<file path="config.mk">
export PLATFORM = sky130hd
export DESIGN_NAME = synth_prog_seq
export DESIGN_NICKNAME = d
export VERILOG_FILES = /design/src/rtl/synth_prog_pkg.sv /design/src/rtl/synth_freq_split.sv /design/src/rtl/synth_word_shifter.sv /design/src/rtl/synth_prog_seq.sv
export SDC_FILE = /design/constraint.sdc
export NUM_CORES = 1
export LEC_CHECK = 0
export BUFFER_PORTS_ARGS = -buffer_cell sky130_fd_sc_hd__buf_2
export CAP_MARGIN = 20
export CORE_MARGIN = 3
export CORE_UTILIZATION = 60
export DETAILED_ROUTE_END_ITERATION = 8
export PLACE_DENSITY = 0.8
export SLEW_MARGIN = 20
export SYNTH_ARGS = -nofsm -noshare
export SYNTH_HDL_FRONTEND = slang
export SYNTH_HIERARCHICAL = 1
export SYNTH_SLANG_ARGS = --single-unit
</file>
<file path="constraint.sdc">
create_clock -name clk -period 2.7 [get_ports clk]
set_input_delay 0.54 -clock clk [delete_from_list [all_inputs] [get_ports clk]]
set_output_delay 0.54 -clock clk [all_outputs]
set_load 0.03 [all_outputs]
</file>
<file path="src/rtl/synth_prog_pkg.sv">
package synth_prog_pkg;

  localparam int WORD_W     = 24;
  localparam int RDIV_W     = 14;
  localparam int BCNT_W     = 13;
  localparam int ACNT_W     = 6;
  localparam int PRESC_LOG2 = 5;
  localparam int SEL_W      = 3;
  localparam int VAL_W      = 4;

  // destination codes in bits 1:0 of every word
  localparam logic [1:0] CTL_REF  = 2'b00;
  localparam logic [1:0] CTL_CNT  = 2'b01;
  localparam logic [1:0] CTL_FUNC = 2'b10;
  localparam logic [1:0] CTL_INIT = 2'b11;

  localparam logic [SEL_W-1:0] SEL_LOCK     = 3'd0;
  localparam logic [SEL_W-1:0] SEL_BACKLASH = 3'd1;
  localparam logic [SEL_W-1:0] SEL_PUMP     = 3'd2;
  localparam logic [SEL_W-1:0] SEL_TIMEOUT  = 3'd3;
  localparam logic [SEL_W-1:0] SEL_MUX      = 3'd4;

  typedef struct packed {
    logic       lock_prec;
    logic [1:0] backlash;
    logic [2:0] pump;
    logic [3:0] timeout;
    logic [2:0] mux;
  } cfg_t;

  localparam cfg_t CFG_DEFAULT = '{lock_prec: 1'b0, backlash: 2'd0,
                                   pump: 3'd0, timeout: 4'd0, mux: 3'd4};

  function automatic cfg_t cfg_apply(cfg_t c, logic [SEL_W-1:0] sel,
                                     logic [VAL_W-1:0] val);
    cfg_t r;
    r = c;
    case (sel)
      SEL_LOCK:     r.lock_prec = val[0];
      SEL_BACKLASH: r.backlash  = val[1:0];
      SEL_PUMP:     r.pump      = val[2:0];
      SEL_TIMEOUT:  r.timeout   = val;
      SEL_MUX:      r.mux       = val[2:0];
      default:      r = c;
    endcase
    return r;
  endfunction

  function automatic logic [WORD_W-1:0] settings_word(cfg_t c, logic first);
    return {1'b1, 2'b00, c.pump, c.pump, c.timeout, 3'b000, 1'b1, c.mux,
            2'b00, (first ? CTL_INIT : CTL_FUNC)};
  endfunction

  function automatic logic [WORD_W-1:0] ref_word(cfg_t c, logic [RDIV_W-1:0] rdiv);
    return {3'b000, c.lock_prec, 2'b00, c.backlash, rdiv, CTL_REF};
  endfunction

  function automatic logic [WORD_W-1:0] cnt_word(logic [BCNT_W-1:0] b,
                                                 logic [ACNT_W-1:0] a);
    return {3'b000, b, a, CTL_CNT};
  endfunction

endpackage

</file>
<file path="src/rtl/synth_freq_split.sv">
module synth_freq_split
  import synth_prog_pkg::*;
#(
  parameter int FREQ_W = 16
) (
  input  logic [FREQ_W-1:0] freq_i,
  output logic [BCNT_W-1:0] b_cnt_o,
  output logic [ACNT_W-1:0] a_cnt_o,
  output logic              ok_o
);

  localparam int QUOT_W = FREQ_W - PRESC_LOG2;

  logic [QUOT_W-1:0]     quot;
  logic [PRESC_LOG2-1:0] rem;

  // divide by the fixed prescaler modulus: a shift and a mask
  assign quot    = freq_i[FREQ_W-1:PRESC_LOG2];
  assign rem     = freq_i[PRESC_LOG2-1:0];
  assign b_cnt_o = BCNT_W'(quot);
  assign a_cnt_o = ACNT_W'(rem);
  // the dual-modulus split needs B >= A
  assign ok_o    = (quot >= QUOT_W'(rem));

endmodule

</file>
<file path="src/rtl/synth_word_shifter.sv">
module synth_word_shifter
  import synth_prog_pkg::*;
#(
  parameter int HALF_CYC = 3,
  parameter int LE_CYC   = 2,
  parameter int GAP_CYC  = 2
) (
  input  logic              clk,
  input  logic              rst_ni,
  input  logic              load_i,
  input  logic [WORD_W-1:0] word_i,
  output logic              sclk_o,
  output logic              sdata_o,
  output logic              sle_o,
  output logic              done_o
);

  localparam int MAX_AB = (HALF_CYC > LE_CYC) ? HALF_CYC : LE_CYC;
  localparam int MAX_C  = (MAX_AB > GAP_CYC) ? MAX_AB : GAP_CYC;
  localparam int CNT_W  = $clog2(MAX_C + 1);
  localparam int IDX_W  = $clog2(WORD_W);
  localparam logic [CNT_W-1:0] HALF_M1 = CNT_W'(HALF_CYC - 1);
  localparam logic [CNT_W-1:0] LE_M1   = CNT_W'(LE_CYC - 1);
  localparam logic [CNT_W-1:0] GAP_M1  = CNT_W'(GAP_CYC - 1);

  typedef enum logic [2:0] {SH_IDLE, SH_LOW, SH_HIGH, SH_LATCH, SH_GAP} sh_e;

  sh_e               st_q, st_d;
  logic [CNT_W-1:0]  cnt_q, cnt_d;
  logic [IDX_W-1:0]  idx_q, idx_d;
  logic [WORD_W-1:0] word_q, word_d;
  logic              sclk_q, sclk_d;
  logic              sdat_q, sdat_d;
  logic              sle_q, sle_d;
  logic              done_q, done_d;
  logic [IDX_W-1:0]  idx_dec;

  assign idx_dec = idx_q - IDX_W'(1);

  always_comb begin
    st_d   = st_q;
    cnt_d  = cnt_q;
    idx_d  = idx_q;
    word_d = word_q;
    sclk_d = sclk_q;
    sdat_d = sdat_q;
    sle_d  = sle_q;
    done_d = 1'b0;
    case (st_q)
      SH_IDLE: begin
        if (load_i) begin
          word_d = word_i;
          idx_d  = IDX_W'(WORD_W - 1);
          sdat_d = word_i[WORD_W-1];
          sclk_d = 1'b0;
          cnt_d  = HALF_M1;
          st_d   = SH_LOW;
        end
      end
      SH_LOW: begin
        if (cnt_q == '0) begin
          sclk_d = 1'b1;
          cnt_d  = HALF_M1;
          st_d   = SH_HIGH;
        end else begin
          cnt_d = cnt_q - CNT_W'(1);
        end
      end
      SH_HIGH: begin
        if (cnt_q == '0) begin
          sclk_d = 1'b0;
          if (idx_q == '0) begin
            sle_d = 1'b1;
            cnt_d = LE_M1;
            st_d  = SH_LATCH;
          end else begin
            idx_d  = idx_dec;
            sdat_d = word_q[idx_dec];
            cnt_d  = HALF_M1;
            st_d   = SH_LOW;
          end
        end else begin
          cnt_d = cnt_q - CNT_W'(1);
        end
      end
      SH_LATCH: begin
        if (cnt_q == '0) begin
          sle_d = 1'b0;
          cnt_d = GAP_M1;
          st_d  = SH_GAP;
        end else begin
          cnt_d = cnt_q - CNT_W'(1);
        end
      end
      SH_GAP: begin
        if (cnt_q == '0) begin
          sdat_d = 1'b0;
          done_d = 1'b1;
          st_d   = SH_IDLE;
        end else begin
          cnt_d = cnt_q - CNT_W'(1);
        end
      end
      default: st_d = SH_IDLE;
    endcase
  end

  always_ff @(posedge clk or negedge rst_ni) begin
    if (!rst_ni) begin
      st_q   <= SH_IDLE;
      cnt_q  <= '0;
      idx_q  <= '0;
      word_q <= '0;
      sclk_q <= 1'b0;
      sdat_q <= 1'b0;
      sle_q  <= 1'b0;
      done_q <= 1'b0;
    end else begin
      st_q   <= st_d;
      cnt_q  <= cnt_d;
      idx_q  <= idx_d;
      word_q <= word_d;
      sclk_q <= sclk_d;
      sdat_q <= sdat_d;
      sle_q  <= sle_d;
      done_q <= done_d;
    end
  end

  assign sclk_o  = sclk_q;
  assign sdata_o = sdat_q;
  assign sle_o   = sle_q;
  assign done_o  = done_q;

  // independent run-length counter for the clock high phase
  logic [CNT_W:0] chk_hi_q;
  localparam logic [CNT_W:0] HALF_L = (CNT_W + 1)'(HALF_CYC);

  always_ff @(posedge clk or negedge rst_ni) begin
    if (!rst_ni) chk_hi_q <= '0;
    else if (sclk_q) chk_hi_q <= chk_hi_q + (CNT_W + 1)'(1);
    else chk_hi_q <= '0;
  end

  a_r2_le_clk_exclusive: assert property (@(posedge clk) disable iff (!rst_ni)
    sle_q |-> !sclk_q);
  a_r2_clk_high_width: assert property (@(posedge clk) disable iff (!rst_ni)
    $fell(sclk_q) |-> (chk_hi_q == HALF_L));
  a_r1_data_held_high: assert property (@(posedge clk) disable iff (!rst_ni)
    (sclk_q && $past(sclk_q)) |-> $stable(sdat_q));
  a_r3_load_when_idle: assert property (@(posedge clk) disable iff (!rst_ni)
    load_i |-> (st_q == SH_IDLE));

endmodule

</file>
<file path="src/rtl/synth_prog_seq.sv">
module synth_prog_seq
  import synth_prog_pkg::*;
#(
  parameter int FREQ_W   = 16,
  parameter int HALF_CYC = 3,
  parameter int LE_CYC   = 2,
  parameter int GAP_CYC  = 2,
  parameter int R_DIV    = 10
) (
  input  logic              clk,
  input  logic              rst_n,
  input  logic              start_i,
  input  logic [FREQ_W-1:0] freq_i,
  input  logic              set_i,
  input  logic [SEL_W-1:0]  set_sel_i,
  input  logic [VAL_W-1:0]  set_val_i,
  output logic              syn_clk_o,
  output logic              syn_data_o,
  output logic              syn_le_o,
  output logic              busy_o,
  output logic              cmd_drop_o,
  output logic              freq_err_o
);

  localparam logic [RDIV_W-1:0] RDIV_VAL = RDIV_W'(R_DIV);
  localparam logic [1:0]        LAST_IDX = 2'd2;

  // asynchronous assertion, synchronous release
  logic [1:0] rst_sync_q;
  logic       rst_ni;

  always_ff @(posedge clk or negedge rst_n) begin
    if (!rst_n) rst_sync_q <= '0;
    else rst_sync_q <= {rst_sync_q[0], 1'b1};
  end
  assign rst_ni = rst_sync_q[1];

  typedef enum logic {SQ_IDLE, SQ_RUN} sq_e;

  sq_e               st_q, st_d;
  logic [1:0]        widx_q, widx_d;
  logic              kick_q, kick_d;
  cfg_t              cfg_q, cfg_d;
  logic              init_pend_q, init_pend_d;
  logic              use_init_q, use_init_d;
  logic [BCNT_W-1:0] b_q, b_d;
  logic [ACNT_W-1:0] a_q, a_d;
  logic              drop_q, drop_d;
  logic              ferr_q, ferr_d;

  logic [BCNT_W-1:0] b_calc;
  logic [ACNT_W-1:0] a_calc;
  logic              split_ok;
  logic              sh_done;
  logic [WORD_W-1:0] tx_word;

  synth_freq_split #(.FREQ_W(FREQ_W)) u_split (
    .freq_i  (freq_i),
    .b_cnt_o (b_calc),
    .a_cnt_o (a_calc),
    .ok_o    (split_ok)
  );

  always_comb begin
    case (widx_q)
      2'd0:    tx_word = settings_word(cfg_q, use_init_q);
      2'd1:    tx_word = ref_word(cfg_q, RDIV_VAL);
      default: tx_word = cnt_word(b_q, a_q);
    endcase
  end

  synth_word_shifter #(
    .HALF_CYC (HALF_CYC),
    .LE_CYC   (LE_CYC),
    .GAP_CYC  (GAP_CYC)
  ) u_shift (
    .clk     (clk),
    .rst_ni  (rst_ni),
    .load_i  (kick_q),
    .word_i  (tx_word),
    .sclk_o  (syn_clk_o),
    .sdata_o (syn_data_o),
    .sle_o   (syn_le_o),
    .done_o  (sh_done)
  );

  always_comb begin
    st_d        = st_q;
    widx_d      = widx_q;
    kick_d      = 1'b0;
    cfg_d       = cfg_q;
    init_pend_d = init_pend_q;
    use_init_d  = use_init_q;
    b_d         = b_q;
    a_d         = a_q;
    drop_d      = 1'b0;
    ferr_d      = 1'b0;
    case (st_q)
      SQ_IDLE: begin
        if (start_i) begin
          drop_d = set_i;
          if (split_ok) begin
            st_d        = SQ_RUN;
            widx_d      = 2'd0;
            kick_d      = 1'b1;
            b_d         = b_calc;
            a_d         = a_calc;
            use_init_d  = init_pend_q;
            init_pend_d = 1'b0;
          end else begin
            ferr_d = 1'b1;
          end
        end else if (set_i) begin
          cfg_d = cfg_apply(cfg_q, set_sel_i, set_val_i);
        end
      end
      SQ_RUN: begin
        drop_d = start_i | set_i;
        if (sh_done) begin
          if (widx_q == LAST_IDX) begin
            st_d = SQ_IDLE;
          end else begin
            widx_d = widx_q + 2'd1;
            kick_d = 1'b1;
          end
        end
      end
      default: st_d = SQ_IDLE;
    endcase
  end

  always_ff @(posedge clk or negedge rst_ni) begin
    if (!rst_ni) begin
      st_q        <= SQ_IDLE;
      widx_q      <= 2'd0;
      kick_q      <= 1'b0;
      cfg_q       <= CFG_DEFAULT;
      init_pend_q <= 1'b1;
      use_init_q  <= 1'b0;
      b_q         <= '0;
      a_q         <= '0;
      drop_q      <= 1'b0;
      ferr_q      <= 1'b0;
    end else begin
      st_q        <= st_d;
      widx_q      <= widx_d;
      kick_q      <= kick_d;
      cfg_q       <= cfg_d;
      init_pend_q <= init_pend_d;
      use_init_q  <= use_init_d;
      b_q         <= b_d;
      a_q         <= a_d;
      drop_q      <= drop_d;
      ferr_q      <= ferr_d;
    end
  end

  assign busy_o     = (st_q == SQ_RUN);
  assign cmd_drop_o = drop_q;
  assign freq_err_o = ferr_q;

  a_r9_drop_when_busy: assert property (@(posedge clk) disable iff (!rst_ni)
    (busy_o && (start_i || set_i)) |=> cmd_drop_o);
  a_r8_cfg_frozen_busy: assert property (@(posedge clk) disable iff (!rst_ni)
    busy_o |=> $stable(cfg_q));
  a_r10_reject_no_busy: assert property (@(posedge clk) disable iff (!rst_ni)
    (!busy_o && start_i && !split_ok) |=> (freq_err_o && !busy_o));
  a_r4_init_once: assert property (@(posedge clk) disable iff (!rst_ni)
    !init_pend_q |=> !init_pend_q);
  a_r3_word_index: assert property (@(posedge clk) disable iff (!rst_ni)
    busy_o |-> (widx_q <= LAST_IDX));
  a_r11_quiet_idle: assert property (@(posedge clk) disable iff (!rst_ni)
    (!busy_o && !kick_q) |-> (!syn_clk_o && !syn_le_o));

endmodule

</file>
## Yosys cells after proc, flatten, opt, wreduce, memory -nomap -nowiden

Index checks and enable logic that the tools add are counted.

- Bits in registers: 77
- Input bits: 27
- Output and inout bits: 6
- Word-level logic and storage cells: 129

- Add/subtract/negate cells: 3
- Magnitude comparators: 2
- Equal/unequal tests: 22
- Mux-type cells: 52
- Bitwise gates (word level): 3
- Reductions and logical operators: 24

Operator list:

| operator | count |
|---|---|
| $pmux 24 s2 | 1 |
| $reduce_and 4->1 | 9 |
| $mux 2 | 11 |
| $mux 1 | 21 |
| $mux 3 | 5 |
| $mux 5 | 3 |
| $pmux 3 s5 | 1 |
| $eq 3x2->1 const B | 4 |
| $ne 2x1->1 const B | 6 |
| $ne 2x2->1 const B | 6 |
| $ge 11x5->1 | 1 |
| $pmux 2 s5 | 1 |
| $pmux 5 s2 | 1 |
| $reduce_and 5->1 | 2 |
| $pmux 1 s2 | 4 |
| $eq 3x1->1 const B | 2 |
| $eq 3x3->1 const B | 2 |
| $logic_not 3->1 | 2 |
| $lt 5x6->1 const B | 1 |
| $pmux 1 s3 | 2 |
| $reduce_and 3->1 | 2 |
| $reduce_bool 3->1 | 2 |
| $bmux 1 s5 | 1 |
| $logic_not 5->1 | 1 |
| other kinds (12) | 15 |

## Depth between registers and ports, before layout

Gate-level depths: netlist (run 1).

- Depth in word-level cells: 6
- Gate-level depth with buffers: 9
- Gate-level depth less buffers: 8

## Hierarchy

Netlist (run 1), hierarchy kept.

Modules (own cells, without submodules):

| module | times used | cells an instance | area an instance (um^2) | seq. area each (um^2) |
|---|---|---|---|---|
| synth_word_shifter | 1 | 181 | 2019.4 | 950.9 |
| synth_prog_seq | 1 | 158 | 1940.6 | 1053.5 |
| synth_freq_split | 1 | 39 | 282.8 | 0.0 |

## Worst setup path after synthesis (run 1)

OpenSTA, ideal clock, no wires.

- Path type: input port to flip-flop
- Start: in freq_i[4]
- End: reg a_q[1]
- Library setup time: 0.125 ns
- Arrival time: 1.930 ns
- Data required time: 2.575 ns
- Slack: 0.645 ns
- Cell stages on the path: 8
- Buffers on the path: 1
- Cells stage by stage: inv_1 ha_1 nor4_2 nand3_1 a31o_1 nand3b_2 buf_4 mux2_2

- Longest elaborated chain between the ends: 2

Ends and longest elaborated chain:

| element | line | RTL |
|---|---|---|
| start: declaration | synth_prog_seq.sv:13 | `input logic [FREQ_W-1:0] freq_i,` |
| $ge 11x5->1 | synth_freq_split.sv:23 | `assign ok_o = (quot >= QUOT_W'(rem));` |
| named net split_ok | synth_prog_seq.sv:53 | `logic split_ok;` |
| $reduce_and 3->1 (no line) | n/a |  |
| end signal: assignment | synth_prog_seq.sv:141 | `a_q <= '0;` |
| end signal: assignment | synth_prog_seq.sv:152 | `a_q <= a_d;` |
| end: declaration | synth_prog_seq.sv:47 | `logic [ACNT_W-1:0] a_q, a_d;` |

The timed path passes the listed nets, and every way through them passes these cells.
A chain may end at the register's enable or synchronous reset.

## Final worst setup path (run 1)

- Start: reg widx_q[0]
- End: reg u_shift.word_q[15]

- Longest elaborated chain between the ends: 2
- Elaborated cells between the ends (all ways): 3
- Those cells by class: eq/ne (1); mux (1); reduce/logical (1)

Ends and longest elaborated chain:

| element | line | RTL |
|---|---|---|
| start: declaration | synth_prog_seq.sv:41 | `logic [1:0] widx_q, widx_d;` |
| start signal: assignment | synth_prog_seq.sv:146 | `widx_q <= widx_d;` |
| $eq 2x1->1 or $logic_not 2->1 (tied branches) | synth_prog_seq.sv:65 | `case (widx_q)` |
| $pmux 24 s2 (*) | synth_prog_seq.sv:65 |  |
| named net tx_word[15] | synth_prog_seq.sv:55 | `logic [WORD_W-1:0] tx_word;` |
| end signal: assignment | synth_word_shifter.sv:122 | `word_q <= word_d;` |
| end: declaration | synth_word_shifter.sv:31 | `logic [WORD_W-1:0] word_q, word_d;` |

The timed path passes the listed nets; every way through them passes the cells marked *.

==> qor.yml, run 1 <==
setup_path:
  cp-start-kind: "register"
  crit_slowest_cell: "or2_2"
  required_ps: 2940
  cp_slowest_stage_delay_ps: 460
  path_cells: "inv_1 > ha_1 > or2_2 > and3_1 > a21o_1 > mux2_2"
  arrival_ps: 2350
  endpoint_kind: "register"
  path_class: "register to register"
  cp_max_fo: 10
synthesis:
  synth_area_leaders: "dfrtp_1, mux2_2, buf_4"
  syn_avg_cell_area_sq_um: 11.2
  synth_top_area_share_pct: 46.0
  synth.distinct_cells: 56
  yosysTopAreaCell: "dfrtp_1"
  ys_warn_count: 6
  synth_most_common_cell: "dfrtp_1"
  yosysSeqAreaShare_pct: 47.2
  ys_seq_elements: 80
  synth_edf_count: 0
  syn_inst: 378
  syn_area_sq_um: 4240
  yosys_most_used_dff: "dfrtp_1"
  yosys-top-cells-count: "dfrtp_1, mux2_2, nand2_1"
  async_flop_share_pct: 100
global_route:
  grt_pass1_wl_mm: 14.1
  use_met3_pct: 3.43
  met2_usage_pct: 37.8
  grt_util_met1_pct: 26.8
  grt_max_degree: 79
  grt_pass1_vias: 2999
  busiest_layer: "met2"
  grt_remaining_overflow: 0
  antenna_found_initial: 0
  grt_use_total_pct: 21.7
clocking:
  cts_resized: 0
  clock-sinks: 80
  cts_tree: "built"
  htree_levels: 3
  cts_buffer_depth: 2
  postCtsSetupBuffers: 0
  clock_latency_ps: 350
  cts_buffers: 9
  cts.clk_slew.worst_paths_ps: 80
  root_buffer: "clkbuf_8"
  ctsHoldBuffers: 1
cells_and_area:
  fin_cells: 496
  drive_gt1_share_pct: 32.3
  nets: 436
  diodes: 0
  fillers: 534
  area_growth_pct: 7.76
sta:
  period_needed_ps: 2110
  finalHoldViolations: 0
  setup_viol: 0
  post-route-period-util_pct: 78.0
  finClkSkew_ps: 6.82
  setup_slack_ps: 594
  maxSlewViolCount: 0
  holdWs_ps: 355
  worst_slew_pin_slew_ps: 987
  slew_headroom_pct: 34.2
  fmax_mhz: 475
  setup_tns_ps: 0
  rsz0062_at_grt: "false"
pwr:
  p_int_mw: 1.78
  ir_drop_mv: 0.361
  p_switching_mw: 0.509
  p_comb_share_pct: 3.6
  powerDensity_nw_per_um2: 501
  pwr-share-clk_pct: 42.0
  p_leak_nw: 2.28
  p_sw_share_pct: 22.2
  p_seq_share_pct: 54.4
route:
  vias: 2820
  wl_mm: 8.34
  avgViaCountPerCell: 5.69
  drc: 0
  wire_per_inst_um: 16.8
  postRouteAntennaNets: 0
  drtIter0Drc: 155
  first_pass_iters: 4
min_path:
  min_path_type: "register to register"
placement:
  io_buffers: 32
  place.gp.congestion: 0.836
  dp_hpwl_mm: 5.96
  post-place-cells: 479
  post-place-ws_ps: 420
outcome:
  status: "completed"
run:
  maxCapViolCount: 0
floorplanning:
  fp.coreArea_sq_um: 6830
  chipHeight_um: 90.1
  io_pins: 33
  die_width_um: 90.1
  initial_utilization_pct: 62.1
  fp-row-count: 30
  dieArea_sq_um: 8120
==> cell type report <==
class	instances	area [sq um]	area share, %
flip-flops and latches	80	2010	43.9
multi-input cells	247	1940	42.3
repair buffers	39	228	4.98
clock buffers	11	131	2.87
well taps	96	120	2.63
clock inverters	5	81.3	1.78
inverters	18	67.6	1.48
==> worst max-delay path: cells and delay by family (launching register included) <==
family / cells / cell delay [ps]
and+or+nand+nor: 2 / 690
DFF: 1 / 410
adders and majority gates: 1 / 370
muxes: 1 / 260
AOI/OAI and AO/OA: 1 / 150
buffers and inverters: 1 / 110
==> through the flow <==
step	power (mW)	util [%]	instance area, sq um
floorplan	1.32	-	4250
global placement	1.35	63.7	4350
detailed placement	1.35	63.7	4350
CTS	2.31	66.9	4570
global route	2.38	66.9	4570
finish	2.29	66.9	4570
==> routing by layer <==
layer	vias to the layer above	share of wire [%]
li1	1321	-
met1	1427	43
met2	58	51
met3	14	3.6
met4	0	1.8
met5	-	0
==> sequential cells by signal, summed over array words and instances, names as in the netlist <==
register	flops
init_pend_q	1
b_q	13
u_shift/word_q	24
a_q	6
u_shift/sdata_o	1
cfg_q	13
u_shift/sclk_o	1
use_init_q	1
u_shift/cnt_q	2
u_shift/st_q	3
u_shift/idx_q	5
u_shift/sle_o	1
u_shift/done_o	1
rst_sync_q	2
freq_err_o	1
cmd_drop_o	1
busy_o	1
kick_q	1
widx_q	2
==> logic make-up (layout without fill, tap and decap cells) <==
family / count (synthesis) / count (layout) / synth area share (%)
multiplexers: 70 / 70 / 19.3
adder cells (fa/ha/maj): 16 / 16 / 4.60
AND/OR/NAND/NOR: 98 / 98 / 12.2
AO/OA/AOI/OAI: 52 / 52 / 7.79
XOR/XNOR: 5 / 5 / 1.21
flip-flops: 80 / 80 / 47.2
other: 3 / 6 / 0.265
buffers and inverters: 54 / 73 / 7.40
==> worst paths after layout <==
path | from | to | slack [ps] | depth (start not counted)
max | widx_q[0] | u_shift/word_q[15] | 590 | 6
min | rst_sync_q[0] | rst_sync_q[1] | 360 | 0
max reg2reg | widx_q[0] | u_shift/word_q[15] | 590 | 6
min reg2reg | rst_sync_q[0] | rst_sync_q[1] | 360 | 0
max in group asynchronous | rst_sync_q[1] | cfg_q[4] | 1560 | 0
min in group asynchronous | rst_sync_q[1] | freq_err_o | 480 | 0
==> power by group through the flow <==
| stage | combinational [mW] | sequential (mW) | clock [mW] |
|---|---|---|---|
| detailed placement | 0.0795 | 1.27 | 0 |
| CTS | 0.0819 | 1.25 | 0.979 |
| floorplan | 0.0587 | 1.26 | 0 |
| finish | 0.0822 | 1.25 | 0.963 |
| global route | 0.0914 | 1.25 | 1.04 |
| global placement | 0.0753 | 1.27 | 0 |
==> cell usage in the layout (no fill, tap or decap), types with 2 or more instances in the layout <==
cell       Yosys  routed
inv_1         18      18
o21ai_0       18      18
nand3b_1       4       4
xnor2_1        4       4
mux2_2        59      59
mux2_4         4       4
bufinv_16      0       2
and2_1         5       5
maj3_1         2       2
nand2b_1       2       2
and3_1         6       6
mux2i_1        5       5
nand3_1        9       9
a22o_1         2       2
a211oi_1       2       2
nor3_1         3       3
clkbuf_8       0       9
nor2_1        21      21
dfrtp_1       78      77
buf_2          5      32
dfstp_2        2       2
mux4_2         2       2
a21o_1         3       3
nand2_1       34      34
a2bb2oi_1      3       3
o22ai_1        4       4
a21oi_1       10      10
conb_1         3       6
ha_1          14      14
buf_4         24       5
clkbuf_1       3       2
Note: power is estimated with default switching activity, not from simulation.
==> run 2, diff against run 1 <==
Settings changed: CORE_UTILIZATION 60 to 54, PLACE_DENSITY 0.8 to 0.76.
Clock period 2.7 ns to 1.75 ns, I/O delays scaled along.
==> qor.yml, run 2 (synthesized netlist as in run 1, its figures left out) <==
outcome:
  status: "complete, but fails checks"
  violations: "negative setup slack"
sta:
  setup_slack_ps: -30.2  # -624 ps
  rsz0062_at_grt: "true"
  fmax_mhz: 562  # +18%
  finClkSkew_ps: 7.89  # +1.07 ps
  maxSlewViolCount: 0  # unchanged
  holdWs_ps: 243  # -113 ps
  setup_viol: 1  # +1
  setup_tns_ps: -30.2  # -30.2 ps
  period_needed_ps: 1780  # -326 ps
  finalHoldViolations: 0  # unchanged
  post-route-period-util_pct: 102  # +24 points
cells_and_area:
  largest_reg_flops: 24  # unchanged
  fillers: 554  # +3.7%
  drive_gt1_share_pct: 41.9  # +9.7 points
  fin_cells: 533  # +7.5%
  reg_top3: "u_shift/word_q: 24 flops, b_q: 13 flops, cfg_q: 13 flops"
  multi_input_area_sq_um: 2030  # +4.8%
  layout_commonest_cell: "dfrtp_1"
  ff_latch_area_sq_um: 2010  # +0.12%
  final_cell_mix: "dfrtp_1, mux2_2, buf_4, nand2_1, buf_2"
  largest_register: "u_shift/word_q"
  nets: 470  # +7.8%
  area_growth_pct: 18.3
  diodes: 0  # unchanged
route:
  wire_per_inst_um: 16.2  # -3.6%
  drc: 0  # unchanged
  postRouteAntennaNets: 0  # unchanged
  wl_mm: 8.65  # +3.6%
  vias: 2888  # +2.4%
  avgViaCountPerCell: 5.42  # -4.7%
  first_pass_iters: 4  # unchanged
  drtIter0Drc: 147  # -5.2%
clocking:
  clock-sinks: 80  # unchanged
  htree_levels: 3  # unchanged
  cts_buffer_depth: 2  # unchanged
  cts_buffers: 9  # unchanged
  clock_latency_ps: 350  # about the same
  cts.clk_slew.worst_paths_ps: 80  # about the same
  cts_tree: "built"
  root_buffer: "clkbuf_8"
setup_path:
  crit_start: "u_shift/idx_q[1]"
  cp_max_fo: 9  # -1
  path_class: "register to register"
  rr_startpoint: "u_shift/idx_q[1]"
  cp-start-kind: "register"
  arrival_ps: 2010  # -340 ps
  required_ps: 1980  # -960 ps
  endpoint_kind: "register"
floorplanning:
  io_pins: 33  # unchanged
  die_width_um: 94.6  # +5.1%
  dieArea_sq_um: 8960  # +10%
  fp-row-count: 31  # +3.3%
  chipHeight_um: 94.6  # +5.1%
  initial_utilization_pct: 57.0  # -5.1 points
  fp.coreArea_sq_um: 7450  # +9.0%
placement:
  post-place-cells: 510  # +6.5%
  place.gp.congestion: 0.926  # +11%
  io_buffers: 32  # unchanged
  dp_hpwl_mm: 6.30  # +5.6%
min_path:
  min_path_type: "register to async pin"
pwr:
  powerDensity_nw_per_um2: 750  # +50%
  fin_total_pwr_mw: 3.76  # +64%
  ir_drop_mv: 0.516  # +43%
  p_leak_nw: 2.47  # +8.8%
global_route:
  grt_pass1_vias: 2931  # -2.3%
  grt_remaining_overflow: 0  # unchanged
  grt_use_total_pct: 20.8  # -0.90 points
  antenna_found_initial: 0  # unchanged
  grt_pass1_wl_mm: 14.3  # +1.4%
  grt_max_degree: 50  # -37%
run:
  maxCapViolCount: 0  # unchanged
==> run 2: changes by cell type in the layout (fill, tap and decap cells not counted), sizes merged <==
cell    before  now
buf         38   72
bufinv       2    3
clkbuf      11   10
==> run 2: final cells by class <==
class / count / share of cell area, %
multi-input cells: 247 / 40.4
flip-flops and latches: 80 / 40.0
repair buffers: 73 / 10.7
clock buffers: 10 / 2.74
well taps: 99 / 2.47
clock inverters: 6 / 2.29
inverters: 18 / 1.35
==> run 2: per-stage QoR <==
stage / utilization [%] / area (sq um) / setup WS (ps)
final: 67.4 / 5020 / -30.2
after global routing: 67.4 / 5020 / -145
after CTS: 66.4 / 4950 / -31.4
after detailed placement: 62.7 / 4670 / -216
after global placement: 62.7 / 4670 / -148
after floorplan: - / 4330 / -44.8
==> run 2: power breakdown <==
group / total [mW] / leakage [nW] / internal (mW) / switching, mW
sequential: 1.91 / 1.03 / 1.88 / 0.0281
combinational: 0.165 / 1.33 / 0.0813 / 0.0842
clock: 1.69 / 0.123 / 0.994 / 0.699
total: 3.76 / 2.47 / 2.95 / 0.811
==> run 2: critical path: stages, from the launching register on <==
cell       delay (ps)
dfrtp_1           380
inv_2              60
ha_4              340
mux4_2            320
or2_0             220
o2111ai_1         100
o31a_1            160
a31oi_1            80
==> run 2: final timing paths <==
check | end | slack [ps] | cells past startpoint
max | u_shift/sdata_o | -30 | 7
min | use_init_q | 240 | 0
max reg2reg | u_shift/sdata_o | -30 | 7
min reg2reg | use_init_q | 240 | 0
max in group asynchronous | cfg_q[2] | 880 | 1
min in group clk | cfg_q[6] | 240 | 2
==> run 2: timing repair <==
item | 4_1_cts | 5_1_grt
setup endpoints to repair | 7 | 19
hold buffers | 1 | 0
setup buffers | 1 | 5
hold endpoints to repair | 2 | 0
pin swaps | 1 | 4
gates resized for setup | 4 | 11
==> run 2: per-layer routing <==
| metal | track usage (%) | vias up | routed length, um |
|---|---|---|---|
| li1 | - | 1398 | - |
| met1 | 28.1 | 1416 | 3870 |
| met2 | 33.6 | 59 | 4310 |
| met3 | 3.11 | 15 | 280 |
| met4 | 8.77 | 0 | 189 |
| met5 | 0 | - | 0 |
==> run 3, diff against run 2 <==
Settings changed: CORE_MARGIN 3 to unset.
==> qor.yml, run 3 (synthesized netlist as in run 1, its figures left out) <==
pwr:
  powerDensity_nw_per_um2: 741  # -1.1%
  p_comb_share_pct: 4.5  # about the same
  p_switching_mw: 0.798  # -1.6%
  pwr-share-clk_pct: 44.1  # -0.9 points
  p_leak_nw: 2.46  # -0.75%
  p_int_mw: 2.91  # -1.5%
  ir_drop_mv: 0.508  # -1.5%
  p_sw_share_pct: 21.5  # -0.029 points
  p_seq_share_pct: 51.4  # +0.8 points
clocking:
  root_buffer: "clkbuf_8"
  htree_levels: 3  # unchanged
  cts_buffer_depth: 2  # unchanged
  clock_latency_ps: 350  # about the same
  cts_buffers: 9  # unchanged
  cts_tree: "built"
  cts.clk_slew.worst_paths_ps: 80  # about the same
  clock-sinks: 80  # unchanged
global_route:
  grt_max_degree: 51  # +2.0%
  grt_pass1_wl_mm: 14.6  # +2.6%
  antenna_found_initial: 0  # unchanged
  grt_pass1_vias: 3031  # +3.4%
  grt_use_total_pct: 22.9  # +2.1 points
  grt_remaining_overflow: 0  # unchanged
setup_path:
  cp-start-kind: "register"
  cp_slowest_stage_delay_ps: 410  # +30 ps
  path_buf_inv: 1  # unchanged
  endpoint_kind: "register"
  crit_slowest_cell: "or4_4"
  required_ps: 2020  # +40 ps
  path_class: "register to register"
  cp_max_fo: 6  # -3
  arrival_ps: 2050  # +40 ps
  cpLargestDelayFamily: "simple AND/OR/NAND/NOR gates"
  path_cells: "inv_2 > ha_4 > xor2_2 > nor2_1 > a22o_1 > or4_4 > a31oi_1"
route:
  wl_mm: 8.45  # -2.3%
  vias: 2871  # -0.59%
  postRouteAntennaNets: 0  # unchanged
  drc: 0  # unchanged
  wire_per_inst_um: 15.9  # -2.3%
  first_pass_iters: 4  # unchanged
  drtIter0Drc: 158  # +7.5%
  avgViaCountPerCell: 5.39  # -0.59%
sta:
  finClkSkew_ps: 6.84  # -1.05 ps
  setup_viol: 1  # unchanged
  fmax_mhz: 564  # +0.45%
  period_needed_ps: 1770  # -7.99 ps
  setup_slack_ps: -22.2  # +7.99 ps
  maxSlewViolCount: 0  # unchanged
  post-route-period-util_pct: 101  # -0.46 points
  finalHoldViolations: 0  # unchanged
  rsz0062_at_grt: "true"
placement:
  place.gp.congestion: 0.832  # -10%
  io_buffers: 32  # unchanged
  dp_hpwl_mm: 6.24  # -0.95%
  placed_cell_area_sq_um: 4680  # +0.21%
floorplanning:
  chipHeight_um: 90.6  # -4.2%
  initial_utilization_pct: 57.3  # +0.30 points
  fp-row-count: 31  # unchanged
  fp.coreArea_sq_um: 7410  # -0.52%
  die_width_um: 90.6  # -4.2%
  dieArea_sq_um: 8220  # -8.3%
  io_pins: 33  # unchanged
cells_and_area:
  layout_commonest_cell: "dfrtp_1"
  largest_register: "u_shift/word_q"
  largest_reg_flops: 24  # unchanged
  nets: 470  # unchanged
  diodes: 0  # unchanged
  area_growth_pct: 17.9
  reg_top3: "u_shift/word_q: 24 flops, b_q: 13 flops, cfg_q: 13 flops"
  post-route-util_pct: 67.5  # +0.083 points
  final_cell_mix: "dfrtp_1, mux2_2, buf_4, nand2_1, buf_2"
  drive_gt1_share_pct: 42.4  # +0.46 points
  final_area_sq_um: 5000  # -0.40%
run:
  maxCapViolCount: 0  # unchanged
outcome:
  violations: "negative setup slack"
  status: "complete, but fails checks"
min_path:
  min_path_type: "input port to register"
run 3: path summary, 6_finish.rpt:
path / from / to / slack, ps / depth (start not counted)
max: u_shift/idx_q[1] / u_shift/sdata_o / -20 / 7
min in group asynchronous: rst_sync_q[1] / a_q[3] / 250 / 0
min: set_val_i[3] / cfg_q[6] / 230 / 2
max in group asynchronous: rst_sync_q[1] / widx_q[0] / 910 / 1
min reg2reg: rst_sync_q[1] / a_q[3] / 250 / 0
max reg2reg: u_shift/idx_q[1] / u_shift/sdata_o / -20 / 7
run 3: area by class of cell:
type,instances,area [sq um]
clock buffers,9,124
fillers,551,2410
flip-flops and latches,80,2010
repair buffers,73,520
multi-input cells,247,2040
clock inverters,7,119
well taps,99,124
inverters,18,67.6
run 3: per-stage QoR:
stage	setup TNS, ps	cells	power (mW)	worst slack, ps	hold slack (ps)
final	-22.2	533	3.71	-22.2	232
after global routing	-123	533	3.84	-115	224
after CTS	-33.4	532	3.73	-33.4	223
after detailed placement	-3900	513	2.11	-211	138
after global placement	-2460	513	2.10	-132	135
after floorplan	-55.3	381	2.04	-44.8	54.4
run 3: worst reg2reg max path, delay by kind of cell, from the launching register on:
family | cells | cell delay (ps)
adder cells (fa/ha/maj) | 1 | 190
XOR/XNOR | 1 | 170
buffers and inverters | 1 | 90
AO/OA/AOI/OAI | 2 | 360
AND/OR/NAND/NOR | 2 | 490
flip-flops | 1 | 400
run 3: power by group through the flow:
stage	Clock [mW]	Combinational, mW	Sequential, mW
3_5_place_dp	0	0.165	1.94
6_report	1.64	0.166	1.91
3_3_place_gp	0	0.159	1.94
4_1_cts	1.65	0.168	1.91
2_1_floorplan	0	0.0912	1.95
5_1_grt	1.74	0.189	1.91
run 3: metal layers:
| layer | vias up | global-route usage (%) | routed length [um] |
|---|---|---|---|
| met2 | 52 | 38.1 | 4220 |
| met4 | 0 | 10.5 | 221 |
| met5 | - | 0 | 0 |
| met3 | 17 | 4.12 | 254 |
| met1 | 1408 | 28.9 | 3750 |
| li1 | 1394 | - | - |
run 3: repair_timing:
item / CTS / global route
resized for setup: 4 / 11
pin swaps: 1 / 3
hold buffers: 1 / 0
setup buffers: 2 / 1
hold endpoints to repair: 2 / 0
endpoints found under the setup margin: 6 / 11
